### config.mk
export PLATFORM = sky130hd
export DESIGN_NAME = lsq_occupancy_ctrl
export DESIGN_NICKNAME = d
export VERILOG_FILES = /design/src/rtl/lsq_pkg.sv /design/src/rtl/lq_ctrl.sv /design/src/rtl/sq_ctrl.sv /design/src/rtl/lsq_occupancy_ctrl.sv
export SDC_FILE = /design/constraint.sdc
export NUM_CORES = 1
export LEC_CHECK = 0
export BUFFER_PORTS_ARGS = -buffer_cell sky130_fd_sc_hd__buf_2
export CAP_MARGIN = 20
export CORE_MARGIN = 4
export CORE_UTILIZATION = 35
export CTS_CLUSTER_SIZE = 14
export DETAILED_ROUTE_END_ITERATION = 16
export RECOVER_POWER = 50
export REMOVE_ABC_BUFFERS = 1
export SKIP_LAST_GASP = 1
export SYNTH_ARGS = -nofsm -noshare
export SYNTH_HDL_FRONTEND = slang
export SYNTH_SLANG_ARGS = --single-unit
### constraint.sdc
create_clock -name clk_i -period 7.3 [get_ports clk_i]
set_input_delay 1.46 -clock clk_i [delete_from_list [all_inputs] [get_ports clk_i]]
set_output_delay 1.46 -clock clk_i [all_outputs]
set_load 0.03 [all_outputs]
### src/rtl/lsq_pkg.sv
package lsq_pkg;
  // modular ring advance; depth need not be a power of two
  function automatic int ring_add(int ptr, int step, int depth);
    return (ptr + step) % depth;
  endfunction
endpackage

### src/rtl/lq_ctrl.sv
module lq_ctrl #(
  parameter int DEPTH = 8,
  parameter int SEQ_W = 16,
  localparam int PW = $clog2(DEPTH),
  localparam int CW = $clog2(DEPTH + 1)
) (
  input  logic             clk_i,
  input  logic             rst_ni,
  input  logic             alloc_i,
  input  logic [SEQ_W-1:0] alloc_seq_i,
  input  logic             commit_i,
  input  logic             squash_i,
  input  logic [SEQ_W-1:0] squash_seq_i,
  output logic [CW-1:0]    cnt_o,
  output logic             full_o
);
  import lsq_pkg::*;

  logic [DEPTH-1:0] vld_q, vld_n, kill;
  logic [SEQ_W-1:0] seq_q [DEPTH];
  logic [PW-1:0]    head_q, tail_q, head_n, tail_n;
  logic [CW-1:0]    cnt_q, cnt_n, surv;
  logic             alloc_ok, pop;

  assign full_o   = (cnt_q == CW'(DEPTH - 1));
  assign alloc_ok = alloc_i & ~squash_i & ~full_o;
  assign pop      = commit_i & (cnt_q != '0);
  assign cnt_o    = cnt_q;

  always_comb begin
    surv = '0;
    for (int i = 0; i < DEPTH; i++) begin
      kill[i] = vld_q[i] & (seq_q[i] > squash_seq_i);
      if (vld_q[i] && !kill[i]) surv = surv + CW'(1);
    end
  end

  always_comb begin
    vld_n  = vld_q;
    tail_n = tail_q;
    head_n = head_q;
    cnt_n  = cnt_q;
    if (squash_i) begin
      vld_n  = vld_q & ~kill;
      tail_n = PW'(ring_add(int'(head_q), int'(surv), DEPTH));
      cnt_n  = surv - CW'(pop);
    end else begin
      if (alloc_ok) begin
        vld_n[tail_q] = 1'b1;
        tail_n = PW'(ring_add(int'(tail_q), 1, DEPTH));
      end
      cnt_n = cnt_q + CW'(alloc_ok) - CW'(pop);
    end
    if (pop) begin
      vld_n[head_q] = 1'b0;
      head_n = PW'(ring_add(int'(head_q), 1, DEPTH));
    end
  end

  always_ff @(posedge clk_i or negedge rst_ni) begin
    if (!rst_ni) begin
      vld_q  <= '0;
      head_q <= '0;
      tail_q <= '0;
      cnt_q  <= '0;
    end else begin
      vld_q  <= vld_n;
      head_q <= head_n;
      tail_q <= tail_n;
      cnt_q  <= cnt_n;
    end
  end

  always_ff @(posedge clk_i) begin
    if (alloc_ok) seq_q[tail_q] <= alloc_seq_i;
  end

  p_cnt_cap_r1: assert property (@(posedge clk_i) disable iff (!rst_ni)
    cnt_q <= CW'(DEPTH - 1));
  p_full_drop_r1: assert property (@(posedge clk_i) disable iff (!rst_ni)
    (full_o && alloc_i && !commit_i && !squash_i) |=> cnt_q == $past(cnt_q));
  p_ring_r9: assert property (@(posedge clk_i) disable iff (!rst_ni)
    int'(cnt_q) == ring_add(int'(tail_q), DEPTH - int'(head_q), DEPTH));
endmodule

### src/rtl/sq_ctrl.sv
module sq_ctrl #(
  parameter int DEPTH = 6,
  parameter int SEQ_W = 16,
  localparam int PW = $clog2(DEPTH),
  localparam int CW = $clog2(DEPTH + 1)
) (
  input  logic             clk_i,
  input  logic             rst_ni,
  input  logic             alloc_i,
  input  logic [SEQ_W-1:0] alloc_seq_i,
  input  logic             commit_i,
  input  logic [SEQ_W-1:0] commit_seq_i,
  input  logic             blocked_i,
  input  logic             cpl_i,
  input  logic [PW-1:0]    cpl_idx_i,
  input  logic             squash_i,
  input  logic [SEQ_W-1:0] squash_seq_i,
  output logic [CW-1:0]    cnt_o,
  output logic             full_o,
  output logic [CW-1:0]    pend_o,
  output logic             fire_o,
  output logic [PW-1:0]    wb_idx_o
);
  import lsq_pkg::*;

  logic [DEPTH-1:0] vld_q, elig_q, done_q, vld_n, elig_n, done_n, kill, newly;
  logic [SEQ_W-1:0] seq_q [DEPTH];
  logic [PW-1:0]    head_q, wbp_q, tail_q, head_n, wbp_n, tail_n;
  logic [CW-1:0]    cnt_q, pend_q, cnt_n, pend_n, surv, n_new;
  logic             alloc_ok, release_hd, cpl_ok;

  assign full_o     = (cnt_q == CW'(DEPTH - 1));
  assign alloc_ok   = alloc_i & ~squash_i & ~full_o;
  assign fire_o     = vld_q[wbp_q] & elig_q[wbp_q] & ~done_q[wbp_q] & ~blocked_i;
  assign release_hd = vld_q[head_q] & done_q[head_q];
  assign cpl_ok     = cpl_i && (int'(cpl_idx_i) < DEPTH) && vld_q[cpl_idx_i] && elig_q[cpl_idx_i];
  assign cnt_o      = cnt_q;
  assign pend_o     = pend_q;
  assign wb_idx_o   = wbp_q;

  always_comb begin
    surv  = '0;
    n_new = '0;
    for (int i = 0; i < DEPTH; i++) begin
      kill[i]  = vld_q[i] & (seq_q[i] > squash_seq_i);
      newly[i] = commit_i & vld_q[i] & ~elig_q[i] & (seq_q[i] < commit_seq_i);
      if (vld_q[i] && !kill[i]) surv = surv + CW'(1);
      if (newly[i]) n_new = n_new + CW'(1);
    end
  end

  always_comb begin
    vld_n  = vld_q;
    elig_n = elig_q | newly;
    done_n = done_q;
    tail_n = tail_q;
    head_n = head_q;
    wbp_n  = wbp_q;
    if (cpl_ok) done_n[cpl_idx_i] = 1'b1;
    if (squash_i) begin
      vld_n  = vld_q & ~kill;
      tail_n = PW'(ring_add(int'(head_q), int'(surv), DEPTH));
      cnt_n  = surv - CW'(release_hd);
    end else begin
      if (alloc_ok) begin
        vld_n[tail_q]  = 1'b1;
        elig_n[tail_q] = 1'b0;
        done_n[tail_q] = 1'b0;
        tail_n = PW'(ring_add(int'(tail_q), 1, DEPTH));
      end
      cnt_n = cnt_q + CW'(alloc_ok) - CW'(release_hd);
    end
    if (release_hd) begin
      vld_n[head_q] = 1'b0;
      head_n = PW'(ring_add(int'(head_q), 1, DEPTH));
    end
    if (fire_o) wbp_n = PW'(ring_add(int'(wbp_q), 1, DEPTH));
    pend_n = pend_q + n_new - CW'(fire_o);
  end

  always_ff @(posedge clk_i or negedge rst_ni) begin
    if (!rst_ni) begin
      vld_q  <= '0;
      elig_q <= '0;
      done_q <= '0;
      head_q <= '0;
      wbp_q  <= '0;
      tail_q <= '0;
      cnt_q  <= '0;
      pend_q <= '0;
    end else begin
      vld_q  <= vld_n;
      elig_q <= elig_n;
      done_q <= done_n;
      head_q <= head_n;
      wbp_q  <= wbp_n;
      tail_q <= tail_n;
      cnt_q  <= cnt_n;
      pend_q <= pend_n;
    end
  end

  always_ff @(posedge clk_i) begin
    if (alloc_ok) seq_q[tail_q] <= alloc_seq_i;
  end

  p_cnt_cap_r2: assert property (@(posedge clk_i) disable iff (!rst_ni)
    cnt_q <= CW'(DEPTH - 1));
  p_pend_le_cnt_r5: assert property (@(posedge clk_i) disable iff (!rst_ni)
    pend_q <= cnt_q);
  p_wb_adv_r6: assert property (@(posedge clk_i) disable iff (!rst_ni)
    fire_o |=> wbp_q != $past(wbp_q));
  p_hold_head_r7: assert property (@(posedge clk_i) disable iff (!rst_ni)
    (vld_q[head_q] && !done_q[head_q] && !squash_i) |=> cnt_q >= $past(cnt_q));
  p_squash_shrink_r8: assert property (@(posedge clk_i) disable iff (!rst_ni)
    squash_i |=> cnt_q <= $past(cnt_q));
endmodule

### src/rtl/lsq_occupancy_ctrl.sv
module lsq_occupancy_ctrl #(
  parameter int LQ_DEPTH = 8,
  parameter int SQ_DEPTH = 6,
  parameter int SEQ_W    = 16,
  localparam int LCW = $clog2(LQ_DEPTH + 1),
  localparam int SCW = $clog2(SQ_DEPTH + 1),
  localparam int SPW = $clog2(SQ_DEPTH),
  localparam int FW  = (LCW > SCW) ? LCW : SCW
) (
  input  logic             clk_i,
  input  logic             rst_ni,
  input  logic             ld_alloc_i,
  input  logic [SEQ_W-1:0] ld_seq_i,
  input  logic             st_alloc_i,
  input  logic [SEQ_W-1:0] st_seq_i,
  input  logic             ld_commit_i,
  input  logic             st_commit_i,
  input  logic [SEQ_W-1:0] st_commit_seq_i,
  input  logic             cache_blocked_i,
  input  logic             wb_cpl_i,
  input  logic [SPW-1:0]   wb_cpl_idx_i,
  input  logic             squash_i,
  input  logic [SEQ_W-1:0] squash_seq_i,
  output logic             ld_full_o,
  output logic             st_full_o,
  output logic             full_o,
  output logic [FW-1:0]    free_cnt_o,
  output logic [LCW-1:0]   ld_cnt_o,
  output logic [SCW-1:0]   st_cnt_o,
  output logic [SCW-1:0]   st_wb_pend_o,
  output logic             wb_fire_o,
  output logic [SPW-1:0]   wb_idx_o
);
  logic [FW-1:0] ld_free, st_free;

  lq_ctrl #(.DEPTH(LQ_DEPTH), .SEQ_W(SEQ_W)) u_lq (
    .clk_i, .rst_ni,
    .alloc_i      (ld_alloc_i),
    .alloc_seq_i  (ld_seq_i),
    .commit_i     (ld_commit_i),
    .squash_i     (squash_i),
    .squash_seq_i (squash_seq_i),
    .cnt_o        (ld_cnt_o),
    .full_o       (ld_full_o)
  );

  sq_ctrl #(.DEPTH(SQ_DEPTH), .SEQ_W(SEQ_W)) u_sq (
    .clk_i, .rst_ni,
    .alloc_i      (st_alloc_i),
    .alloc_seq_i  (st_seq_i),
    .commit_i     (st_commit_i),
    .commit_seq_i (st_commit_seq_i),
    .blocked_i    (cache_blocked_i),
    .cpl_i        (wb_cpl_i),
    .cpl_idx_i    (wb_cpl_idx_i),
    .squash_i     (squash_i),
    .squash_seq_i (squash_seq_i),
    .cnt_o        (st_cnt_o),
    .full_o       (st_full_o),
    .pend_o       (st_wb_pend_o),
    .fire_o       (wb_fire_o),
    .wb_idx_o     (wb_idx_o)
  );

  assign ld_free    = FW'(LQ_DEPTH - 1) - FW'(ld_cnt_o);
  assign st_free    = FW'(SQ_DEPTH - 1) - FW'(st_cnt_o);
  assign free_cnt_o = (ld_free < st_free) ? ld_free : st_free;
  assign full_o     = ld_full_o | st_full_o;

  p_full_free_r3: assert property (@(posedge clk_i) disable iff (!rst_ni)
    full_o |-> free_cnt_o == '0);
endmodule

==> qor.csv <==
stage,metric,value,unit
worst_setup_path,flop2flop setup slack,-130,ps
timing,worst slew pin tran,2970,ps
worst_setup_path,r2r worst-path depth,43,
routing,ANT nets after route,0,
timing,Worst Clk Skew,13.1,ps
worst_setup_path,CP endpoint kind,register,
synthesis,Syn Inst Count,1588,
worst_setup_path,CP arrival,8480,ps
synthesis,Area contributors post-synth,"edfxtp_1, ha_1, dfrtp_1",
placement,Cells after DPL,2484,
routing,Initial DRC Count,667,
cts,clock-pin slew of the registers on the worst-case setup and hold paths,60,ps
synthesis,Synth Area in Compound Gates,13.1,%
timing,min Tclk post-route,8080,ps
synthesis,multiplexer share of the synthesized area,1.35,%
cts,H-Tree Depth,2,
synthesis,area of the mapped netlist,0.0183,mm^2
timing,fmax,124,MHz
placement,port buffer count,96,
timing,setup violators final,7,
synthesis,simple-gate portion of the synthesized area,11.1,%
synthesis,prevailing post-synth register cell,edfxtp_1,
timing,RSZ-0062 raised after global routing,true,
global_route,vias in the first global route,14200,
power_and_ir_drop,Leakage,0.00962,uW
synthesis,fraction of registers with async set/reset,18.5,%
worst_setup_path,CP max stage delay,370,ps
global_route,GRT overflow,0,
synthesis,library cells used by synthesis,91,
cts,cts hold-fix bufs,0,
synthesis,"top cells by count, synth","ha_1, edfxtp_1, inv_1",
timing,slew margin rel.,-97.9,%
status,status,"complete, but fails checks",
routing,TritonRoute pass-1 iters,5,
worst_setup_path,Worst setup startpoint,squash_seq_i[1],
cts,Worst-Skew Late Latency,550,ps
synthesis,number of synthesized flops with an enable pin,224,
placement,Placed Area,0.0206,mm^2
synthesis,Mean Syn Cell Area,11.5,um^2
finish,Final nets,2303,
routing,Via Count,13600,
synthesis,cell with the most instances after synthesis,ha_1,
finish,fin area,0.0222,mm^2
worst_setup_path,Reg-to-Reg End,u_lq.tail_q[2],
die,die width,237,um
worst_setup_path,startpoint types,input pin,
synthesis,share of the synthesized area in the top cell type,36.8,%
global_route,gr usage total,17.5,%
worst_setup_path,CP max FO,2,
synthesis,Synth area leader,edfxtp_1,
die,core box area,0.0515,mm^2
die,die area,0.0560,mm^2
power_and_ir_drop,pwr dens,303,mW/mm^2
routing,total wire length after detailed routing,49.8,mm
cts,clock root buffer master,clkbuf_16,
placement,DP Worst Slack,-1860,ps
die,Initial Utilization,35.5,%
timing,worst setup margin,-779,ps
cts,total CTS buffers,34,
placement,final RePlAce weighted congestion,0.859,
job,max cap viols,1,
min_path,worst hold path class,register to register,
cts,Clock Sinks,275,
synthesis,post-synthesis xor/xnor area fraction,2.73,%
power_and_ir_drop,maximum vdd drop,0.177,mV
global_route,largest net degree at the start of global routing,52,
global_route,global-route wire length before repair,77.5,mm
die,I/O pin total,97,
timing,final period utilization,111,%
cts,TritonCTS clock tree,built,
global_route,initial antenna violation count,2,
routing,via/cell ratio,5.29,
worst_setup_path,critical path's most frequent cell,o21a_1,
status,failing checks,"max-capacitance violations, max-slew violations, negative setup slack",
worst_setup_path,required time worst endpoint,7710,ps
finish,"Cell Count, Final, Fillers Out",2564,
routing,DRC,0,
cts,CTS Buffer Depth,3,
worst_setup_path,crit path to,u_lq.tail_q[2],
finish,fraction of layout cells with a size suffix above 1,19.1,%
die,Die Y,237,um
timing,Final Max Slew Viols,52,
die,Rows,83,
placement,Final HPWL DP,37.8,mm
synthesis,Adder-Cell Fraction of Synth Area,25.5,%
worst_setup_path,slowest cell on the critical path,fa_2,
routing,WL per Instance,19.4,um
synthesis,main combinational cell family by area after synthesis,adder cells,
worst_setup_path,FF-to-FF Start,u_lq.seq_q[1][1],
synthesis,sequential share of the synthesized area,43.8,%
synthesis,number of synthesized register bits,275,
worst_setup_path,crit path kind,input pin to register,
finish,Util after Layout,43.0,%
finish,P&R area growth vs syn,21.1,%
timing,Hold Fails Final Rpt,0,
synthesis,synthesis warning total,0,
-- registers in the layout, indices dropped and copies added (netlist names), 4 cells and up --
| register | cells |
|---|---|
| u_lq.seq_q | 128 |
| u_sq.done_q | 6 |
| u_sq.vld_q | 6 |
| u_lq.vld_q | 8 |
| u_sq.elig_q | 6 |
| u_lq.cnt_o | 4 |
| u_sq.seq_q | 96 |
-- placed cells by master, fill, tap and decap left out, types with 7 or more instances in the layout --
| cell | n |
|---|---|
| o211ai_1 | 12 |
| nand2_1 | 95 |
| nor2_1 | 80 |
| buf_2 | 63 |
| nor4_1 | 9 |
| xor2_1 | 13 |
| mux2_2 | 9 |
| and3_1 | 11 |
| ha_1 | 356 |
| dfrtp_1 | 51 |
| xnor2_1 | 25 |
| a21o_1 | 48 |
| a31oi_1 | 12 |
| o21a_1 | 27 |
| inv_1 | 100 |
| nand2b_1 | 19 |
| o21ai_0 | 67 |
| nand4_1 | 46 |
| edfxtp_1 | 224 |
| ha_4 | 9 |
| a21boi_0 | 7 |
| buf_4 | 145 |
| nor3_1 | 22 |
| nor2b_1 | 33 |
| nand3_1 | 30 |
| a21oi_1 | 99 |
| mux2i_1 | 9 |
| clkbuf_16 | 34 |
| clkbuf_1 | 38 |
-- what timing repair did --
action | 4_1_cts | 5_1_grt
gates resized for setup | 29 | 40
endpoints found under the setup margin | 8 | 8
pin swaps | 31 | 41
setup buffers | 15 | 4
-- critical path: cells and delay by family --
| kind | cells | cell delay (ps) |
|---|---|---|
| multiplexers | 1 | 300 |
| AND/OR/NAND/NOR | 6 | 610 |
| XOR/XNOR | 2 | 310 |
| AO/OA/AOI/OAI | 19 | 2940 |
| adder cells (fa/ha/maj) | 8 | 2180 |
| buffers and inverters | 9 | 680 |
-- cell families after synthesis --
group,Yosys count
flip-flops,275
adder cells (fa/ha/maj),370
XOR/XNOR,48
AND/OR/NAND/NOR,391
buffers and inverters,118
AO/OA/AOI/OAI,364
multiplexers,22
-- per-stage QoR --
stage                     hold WS [ps]  TNS [ps]  power, uW
after floorplan                    470     -5890       3850
after global placement             514     -9370       4660
after detailed placement           515    -10720       4740
after CTS                          528     -3980       6640
after global routing               544     -5960       7190
final                              537     -4290       6710
-- cell type report --
cell class                 instances  area, um^2
antenna                            2        5.00
clock buffer                      41         897
clock inverter                    20         216
fill                            4876       29400
inverter                         106         400
multi-input combinational       1195       10200
sequential                       275        8000
tap                              680         851
timing repair buffer             245        1570
-- worst min-delay path by stage --
stage	cells after the start	slack [ps]	start	to
floorplan	2	470	u_sq.done_q[3]	u_sq.done_q[3]
global placement	2	510	u_sq.elig_q[2]	u_sq.elig_q[2]
detailed placement	2	510	u_sq.done_q[3]	u_sq.done_q[3]
CTS	2	530	u_sq.done_q[5]	u_sq.done_q[5]
global route	2	540	u_sq.done_q[3]	u_sq.done_q[3]
finish	2	540	u_sq.elig_q[2]	u_sq.elig_q[2]
-- layer usage --
| layer | track usage (%) | wire, um |
|---|---|---|
| met3 | 2.42 | 1730 |
| met4 | 5.11 | 1480 |
| met5 | 0 | 0 |
| met1 | 21.6 | 21300 |
| met2 | 31.7 | 25300 |
-- power by group --
part	internal [uW]	switching (uW)
Clock	995	703
Sequential	1940	250
Combinational	1360	1470
Total	4290	2420
Note: power is estimated with default switching activity, not from simulation.
